File: src/rtl/prgMapPkg.sv
package prgMapPkg;
  localparam int DATA_W    = 8;
  localparam int NUM_BANKS = 4;

  typedef enum logic [1:0] {
    MAP_32K    = 2'd0,
    MAP_16K    = 2'd1,
    MAP_16K_8K = 2'd2,
    MAP_8K     = 2'd3
  } mapMode_e;

  typedef struct packed {
    logic                  wrMode;
    logic                  wrRamPage;
    logic                  wrKeyA;
    logic                  wrKeyB;
    logic [NUM_BANKS-1:0]  wrBank;
    logic [DATA_W-1:0]     data;
  } regStrobe_t;
endpackage

File: src/rtl/prgMapCtrl.sv
module prgMapCtrl
  import prgMapPkg::*;
#(
  parameter logic [15:0] REG_BASE = 16'h5100
) (
  input  logic [15:0]       cpuAddr,
  input  logic              cpuWe,
  input  logic [DATA_W-1:0] cpuData,
  output regStrobe_t        strobe
);
  localparam logic [15:0] MODE_ADDR  = REG_BASE;
  localparam logic [15:0] KEYA_ADDR  = REG_BASE + 16'h0002;
  localparam logic [15:0] KEYB_ADDR  = REG_BASE + 16'h0003;
  localparam logic [15:0] PAGE_ADDR  = REG_BASE + 16'h0013;
  localparam logic [15:0] BANK0_ADDR = REG_BASE + 16'h0014;

  logic [NUM_BANKS-1:0] bankHit;

  for (genvar i = 0; i < NUM_BANKS; i++) begin : g_bankHit
    assign bankHit[i] = cpuWe && (cpuAddr == BANK0_ADDR + 16'(i));
  end

  always_comb begin
    strobe.wrMode    = cpuWe && (cpuAddr == MODE_ADDR);
    strobe.wrRamPage = cpuWe && (cpuAddr == PAGE_ADDR);
    strobe.wrKeyA    = cpuWe && (cpuAddr == KEYA_ADDR);
    strobe.wrKeyB    = cpuWe && (cpuAddr == KEYB_ADDR);
    strobe.wrBank    = bankHit;
    strobe.data      = cpuData;
  end
endmodule

File: src/rtl/prgMapDatapath.sv
module prgMapDatapath
  import prgMapPkg::*;
#(
  parameter  int OFF_W      = 13,
  parameter  int RAM_PAGE_W = 2,
  localparam int ROM_PAGE_W = DATA_W - 1,
  localparam int ROM_AW     = ROM_PAGE_W + OFF_W,
  localparam int RAM_AW     = RAM_PAGE_W + OFF_W
) (
  input  logic              clk,
  input  logic              rstN,
  input  regStrobe_t        strobe,
  input  logic [15:0]       cpuAddr,
  input  logic              cpuWe,
  output logic              romSel,
  output logic [ROM_AW-1:0] romAddr,
  output logic              ramSel,
  output logic              ramChip,
  output logic [RAM_AW-1:0] ramAddr,
  output logic              ramWe
);
  localparam int HI_W = 16 - OFF_W;
  localparam logic [1:0] LAST_IDX = 2'(NUM_BANKS - 1);

  mapMode_e                        mode;
  logic [RAM_PAGE_W:0]             winPage;
  logic [1:0]                      keyA, keyB;
  logic [NUM_BANKS-1:0][DATA_W-1:0] bankReg;

  always_ff @(posedge clk or negedge rstN) begin
    if (!rstN) begin
      mode    <= MAP_8K;
      winPage <= '0;
      keyA    <= '0;
      keyB    <= '0;
      for (int b = 0; b < NUM_BANKS; b++)
        bankReg[b] <= (b == NUM_BANKS - 1) ? '1 : '0;
    end else begin
      if (strobe.wrMode)    mode    <= mapMode_e'(strobe.data[1:0]);
      if (strobe.wrRamPage) winPage <= strobe.data[RAM_PAGE_W:0];
      if (strobe.wrKeyA)    keyA    <= strobe.data[1:0];
      if (strobe.wrKeyB)    keyB    <= strobe.data[1:0];
      for (int b = 0; b < NUM_BANKS; b++)
        if (strobe.wrBank[b]) bankReg[b] <= strobe.data;
    end
  end

  // Slot-to-register selection and bank-size substitution
  logic [1:0]            slot, regIdx, span;
  logic [DATA_W-1:0]     selReg;
  logic [ROM_PAGE_W-1:0] page;
  logic                  toRom;

  always_comb begin
    slot = cpuAddr[OFF_W+1:OFF_W];
    unique case (mode)
      MAP_32K:    begin regIdx = LAST_IDX;                   span = 2'd2; end
      MAP_16K:    begin regIdx = slot[1] ? LAST_IDX : 2'd1;  span = 2'd1; end
      MAP_16K_8K: begin regIdx = slot[1] ? slot : 2'd1;      span = slot[1] ? 2'd0 : 2'd1; end
      default:    begin regIdx = slot;                       span = 2'd0; end
    endcase
    selReg = bankReg[regIdx];
    page   = selReg[ROM_PAGE_W-1:0];
    if (span != 2'd0) page[0] = cpuAddr[OFF_W];
    if (span == 2'd2) page[1] = cpuAddr[OFF_W+1];
    toRom = selReg[DATA_W-1] || (regIdx == LAST_IDX);
  end

  // Output select and address assembly
  logic [HI_W-1:0]     hiAddr;
  logic                isWindow, isUpper, unlocked;
  logic [RAM_PAGE_W:0] ramPage;

  always_comb begin
    hiAddr   = cpuAddr[15:OFF_W];
    isWindow = (hiAddr == HI_W'(3));
    isUpper  = cpuAddr[15];
    romSel   = isUpper && toRom;
    ramSel   = isWindow || (isUpper && !toRom);
    ramPage  = isWindow ? winPage : page[RAM_PAGE_W:0];
    ramChip  = ramPage[RAM_PAGE_W];
    ramAddr  = {ramPage[RAM_PAGE_W-1:0], cpuAddr[OFF_W-1:0]};
    romAddr  = {page, cpuAddr[OFF_W-1:0]};
    unlocked = (keyA == 2'b10) && (keyB == 2'b01);
    ramWe    = cpuWe && ramSel && unlocked;
  end
endmodule

File: src/rtl/prgBankMapper.sv
module prgBankMapper
  import prgMapPkg::*;
#(
  parameter  logic [15:0] REG_BASE   = 16'h5100,
  parameter  int          OFF_W      = 13,
  parameter  int          RAM_PAGE_W = 2,
  localparam int          ROM_AW     = DATA_W - 1 + OFF_W,
  localparam int          RAM_AW     = RAM_PAGE_W + OFF_W
) (
  input  logic              clk,
  input  logic              rstN,
  input  logic [15:0]       cpuAddr,
  input  logic              cpuWe,
  input  logic [DATA_W-1:0] cpuData,
  output logic              romSel,
  output logic [ROM_AW-1:0] romAddr,
  output logic              ramSel,
  output logic              ramChip,
  output logic [RAM_AW-1:0] ramAddr,
  output logic              ramWe
);
  regStrobe_t strobe;

  prgMapCtrl #(.REG_BASE(REG_BASE)) u_ctrl (
    .cpuAddr(cpuAddr),
    .cpuWe  (cpuWe),
    .cpuData(cpuData),
    .strobe (strobe)
  );

  prgMapDatapath #(.OFF_W(OFF_W), .RAM_PAGE_W(RAM_PAGE_W)) u_dp (
    .clk    (clk),
    .rstN   (rstN),
    .strobe (strobe),
    .cpuAddr(cpuAddr),
    .cpuWe  (cpuWe),
    .romSel (romSel),
    .romAddr(romAddr),
    .ramSel (ramSel),
    .ramChip(ramChip),
    .ramAddr(ramAddr),
    .ramWe  (ramWe)
  );
endmodule

File: config.mk
export PLATFORM = sky130hd
export DESIGN_NAME = prgBankMapper
export DESIGN_NICKNAME = d
export VERILOG_FILES = /design/src/rtl/prgMapPkg.sv /design/src/rtl/prgMapCtrl.sv /design/src/rtl/prgMapDatapath.sv /design/src/rtl/prgBankMapper.sv
export SDC_FILE = /design/constraint.sdc
export NUM_CORES = 1
export LEC_CHECK = 0
export BUFFER_PORTS_ARGS = -buffer_cell sky130_fd_sc_hd__buf_4
export CAP_MARGIN = 15
export CORE_AREA = 5 5 98 54
export CTS_BUF_LIST = sky130_fd_sc_hd__clkbuf_4
export CTS_CLUSTER_SIZE = 10
export DETAILED_ROUTE_END_ITERATION = 7
export DIE_AREA = 0 0 103 59
export PLACE_DENSITY = 0.79
export SETUP_SLACK_MARGIN = 0.02
export SYNTH_ARGS = -nofsm -noshare
export SYNTH_HDL_FRONTEND = slang
export SYNTH_HIERARCHICAL = 1
export SYNTH_SLANG_ARGS = --single-unit
File: constraint.sdc
create_clock -name clk -period 4.1 [get_ports clk]
set_input_delay 0.82 -clock clk [delete_from_list [all_inputs] [get_ports clk]]
set_output_delay 0.82 -clock clk [all_outputs]
set_load 0.02 [all_outputs]
### Yosys cells after proc, flatten, opt, wreduce, memory -nomap -nowiden

Index checks and enable logic that the tools add are counted.

* register bits after elaboration: 41
* bits of input ports: 27
* logic and storage cells: 52

* $lt $le $gt $ge: 1
* equal/unequal tests: 15
* multiplexer cells: 10
* reduce and logical (&&, ||, !) cells: 18

Operators by type and width (count)
* == test 16 x 15 -> 1 bit, second input constant: 8
* binary-select mux 8 bit (select 2 bit): 1
* logical AND 1 bit: 13
* one-hot mux 2 bit (3 select lines): 2
* == test 2 bit, second input constant: 4
* two-way mux 8 bit: 1
* == test 2 x 1 -> 1 bit, second input constant: 2
* two-way mux 2 bit: 2
* == test 3 x 2 -> 1 bit, second input constant: 1
* < comparator 2 x 3 -> 1 bit, second input constant: 1
* two-way mux 1 bit: 3
* two-way mux 3 bit: 1
* logical NOT 2 bit: 1
* logical OR 1 bit: 2
* nonzero test 2 bit: 1
* logical NOT 1 bit: 1

### Longest topological paths before layout

* word-level depth: 10
* gate-level depth with buffers: 5

### Cells and area by module

Netlist, hierarchy kept.

By module, submodules not included
* prgMapDatapath: times used 1, cells an instance 165, area an instance 2105.8 sq um, sequential area each 1012.2 sq um
* prgMapCtrl: times used 1, cells an instance 30, area an instance 206.4 sq um, sequential area each 0.0 sq um

### Worst setup path before layout

OpenSTA, ideal clock, no wires.

* kind: input-to-output
* start: input cpuAddr[13]
* end: output ramWe
* arrival: 1887 ps
* data required time: 3280 ps
* setup slack: 1393 ps
* stages: 5
* cells stage by stage: buf_4 > nor2b_2 > nand2_1 > o2111a_1 > nor3_2

* word-level cells in the longest chain between the ends: 10
* elaborated cells on any way between the ends: 12

RTL lines
* from (decl): RTL line prgBankMapper.sv:12 `input logic [15:0] cpuAddr,`
* two-way mux 2 bit: RTL line prgMapDatapath.sv:59 `MAP_16K_8K: begin regIdx = slot[1] ? slot : 2'd1; span = slot[1] ? 2'd0 : 2'd1; end`
* one-hot mux 2 bit (3 select lines): RTL line prgMapDatapath.sv:56 `unique case (mode)`
* binary-select mux 8 bit (select 2 bit): RTL line prgMapDatapath.sv:62 `selReg = bankReg[regIdx];`
* two-way mux 8 bit (not written as such): RTL line prgMapDatapath.sv:62
* logical OR 1 bit: RTL line prgMapDatapath.sv:66 `toRom = selReg[DATA_W-1] || (regIdx == LAST_IDX);`
* logical NOT 1 bit: RTL line prgMapDatapath.sv:79 `ramSel = isWindow || (isUpper && !toRom);`
* logical AND 1 bit: RTL line prgMapDatapath.sv:79
* logical OR 1 bit *: RTL line prgMapDatapath.sv:79
* logical AND 1 bit * (2 in a row): RTL line prgMapDatapath.sv:85 `ramWe = cpuWe && ramSel && unlocked;`
* to (decl): RTL line prgBankMapper.sv:20 `output logic ramWe`

Mark *: on every way between the ends. The rest lies on a longest branch, timed or not. The select of a mux whose other input is x is not followed.

### Worst setup path in the final report

* start: register u_dp.mode[1]
* end: output romAddr[17]

* word-level cells in the longest chain between the ends: 4
* elaborated cells on any way between the ends: 6

RTL lines
* from (decl): RTL line prgMapDatapath.sv:25 `mapMode_e mode;`
* from (signal assigned): RTL line prgMapDatapath.sv:39 `if (strobe.wrMode) mode <= mapMode_e'(strobe.data[1:0]);`
* == test 2 bit (tied with other cells): RTL line prgMapDatapath.sv:56
* one-hot mux 2 bit (3 select lines) *: RTL line prgMapDatapath.sv:56
* binary-select mux 8 bit (select 2 bit) *: RTL line prgMapDatapath.sv:62
* two-way mux 8 bit (not written as such) *: RTL line prgMapDatapath.sv:62
* to (decl): RTL line prgBankMapper.sv:16 `output logic [ROM_AW-1:0] romAddr,`

Marks and branches as above.

==> results.toml <==
[synthesis]
postSynthAreaPerCell_sq_um = 11.9
synth_top_area_frac = 0.335
yosysSeqAreaShare = 0.438
postSynthNetCount = 222
synth_edf_count = 0
yosysUniqueCellTypes = 42
synth_area_sq_um = 2310
synth_flop_cell = "dfrtp_1"
yosys-top-cells-area = "dfrtp_1 (34%), mux2_2 (19%), buf_4 (12%)"
ys_warn_count = 6
netlist.top_cell.by_area = "dfrtp_1"
synthArstFlopShare = 1.00
ys_ff_latch = 40
synthCells = 195

[route]
antenna_left = 0
drt_iter0_drc = 162
drtPass1Iterations = 4
num_vias = 1598
drc = 0
wirelength_um = 4870
post_drt_wl_per_cell_um = 17.0
routed_via_density = 5.59

[final_layout]
area_growth_syn_to_layout_pct = 14.8
antenna_cells = 0
post-route-util = 0.618
num-nets-final = 255
final_cells = 286
drive_gt1_frac = 0.603

[sta]
post-route-period-util = 0.687
slew_violations = 0
maxSlewHeadroom = 0.492
hold_violations = 0
finalSetupTns_ps = 0
min_period_ps = 2810
rsz0062_at_grt = "false"
worstMarginPinSlew_ps = 759
max_freq_ghz = 0.355
setup_viol = 0
clock_skew_ps = 0

[global_routing]
grt-ovfl-total = 0
grt_max_degree = 41
grt_pass1_vias = 1571
grt_pass1_wl_um = 7600
grt_antenna_before_repair = 0
grt.total_usage = 0.164

[placement]
dpl.cell_count = 278
port_buffers = 65
routabilityCongestion = 0.820
dp_hpwl_um = 3740

[power]
ir_drop_v = 0.000193
powerDensity_nw_per_um2 = 261
p_leak_nw = 1.27

[clocking]
cts_hold_buffers = 0
cts_sinks = 40
clk_latency_ps = 330
root_buffer = "clkbuf_4"
cts_tree = "yes"
postCtsSetupRepairBufs = 0
path_clk_slew_ps = 120
cts_resized = 0
h-tree-depth = 2
ctsLongestPathBuffers = 2
cts_buffers = 5

[worst_hold_path]
hold_path_class = "in2async"

[floorplan]
initial_core_util = 0.538
core_sq_um = 4300
die_h_um = 59
dieArea_sq_um = 6080
io_pins = 66
rows = 17
die_w_um = 103

[critical_path]
crit_arrival_ps = 1990
path_class = "reg2out"
cp_max_fo = 16
crit_path_end_kind = "output port"
crit_required_ps = 3280
cp-start-kind = "flop"

[flow_run]
cap_violations = 0

[status]
outcome = "completed"
## worst max-delay path, cell delays in order (launching register included)
cell,delay (ps)
dfstp_2,700
nor2b_2,240
o21ai_1,200
mux4_2,350
buf_4,170
## state kept, by name (all words and copies together) (netlist names)
register	cells
u_dp/keyB	2
u_dp/mode	2
u_dp/winPage	3
u_dp/keyA	2
u_dp/bankReg	31
## final cells by class
type	instances	area [sq um]
timing repair buffer	68	510
fill	351	1640
clock buffer	6	45.0
inverter	1	3.75
clock inverter	2	12.5
multi-input combinational	112	998
tap	57	71.3
sequential	40	1010
## metal layers
layer  wire (um)  global-route usage
met5           0                   0
met4          50              0.0498
met3         472              0.0364
met2        2320               0.279
met1        2030               0.210
## path summary, 6_finish.rpt
| path | from | end | slack [ps] | depth (start not counted) |
|---|---|---|---|---|
| max | u_dp/mode[1]$_DFFE_PN1P_ | romAddr[17] | 1290 | 4 |
| min | rstN | u_dp/bankReg[11]$_DFFE_PN0P_ | 440 | 1 |
| max reg2reg | u_dp/mode[1]$_DFFE_PN1P_ | u_dp/mode[1]$_DFFE_PN1P_ | 3140 | 1 |
| min reg2reg | u_dp/keyA[1]$_DFFE_PN0P_ | u_dp/keyA[1]$_DFFE_PN0P_ | 520 | 1 |
| max in group asynchronous | rstN | u_dp/bankReg[26]$_DFFE_PN1P_ | 3290 | 1 |
| min in group clk | u_dp/keyA[1]$_DFFE_PN0P_ | u_dp/keyA[1]$_DFFE_PN0P_ | 520 | 1 |
## cell usage in the layout, fill, tap and decap left out, types with 3 or more instances in the layout
| cell type | n |
|---|---|
| buf_4 | 68 |
| mux2_2 | 40 |
| clkbuf_4 | 6 |
| nand2_1 | 8 |
| nor2_1 | 10 |
| o21ai_1 | 3 |
| dfstp_2 | 9 |
| nor2b_1 | 3 |
| nor3_1 | 5 |
| nand3_1 | 4 |
| nor3b_1 | 3 |
| a21oi_1 | 3 |
| mux4_2 | 4 |
| dfrtp_1 | 31 |
## synth_stat cells (all sizes together), types with 2 or more instances
| master | count |
|---|---|
| a31oi | 2 |
| nand3b | 2 |
| nor2 | 10 |
| nor2b | 4 |
| nand3 | 4 |
| and4bb | 2 |
| nor3b | 4 |
| clkbuf | 4 |
| buf | 38 |
| nand2 | 8 |
| a21oi | 3 |
| mux4 | 4 |
| dfstp | 9 |
| nor3 | 7 |
| o21ai | 4 |
| mux2 | 41 |
| dfrtp | 31 |
| o22ai | 2 |
## report_power, final
part           internal [mW]  switching (mW)  leakage, nW
logic                 0.0445          0.0589        0.709
clock network         0.0729           0.121       0.0317
registers              0.395       0.0000973        0.526
## cells by family (layout without fill, tap and decap cells)
logic type             after synthesis  after routing  share of synthesized area
AO/OA/AOI/OAI                       19             19                     0.0595
buffers and inverters               43             77                      0.130
flip-flops                          40             40                      0.438
multiplexers                        46             46                      0.243
AND/OR/NAND/NOR                     47             47                      0.129
## metrics by stage
step / setup slack [ps] / instance area [sq um] / total power, mW / hold slack (ps)
after floorplan: 1390 / 2310 / 0.468 / 472
after global placement: 1330 / 2600 / 0.505 / 484
after CTS: 1290 / 2650 / 0.703 / 436
final: 1290 / 2650 / 0.692 / 438
after global routing: 1170 / 2650 / 0.730 / 444
after detailed placement: 1310 / 2600 / 0.507 / 491
No activity file was read; power rests on OpenSTA's default activity.
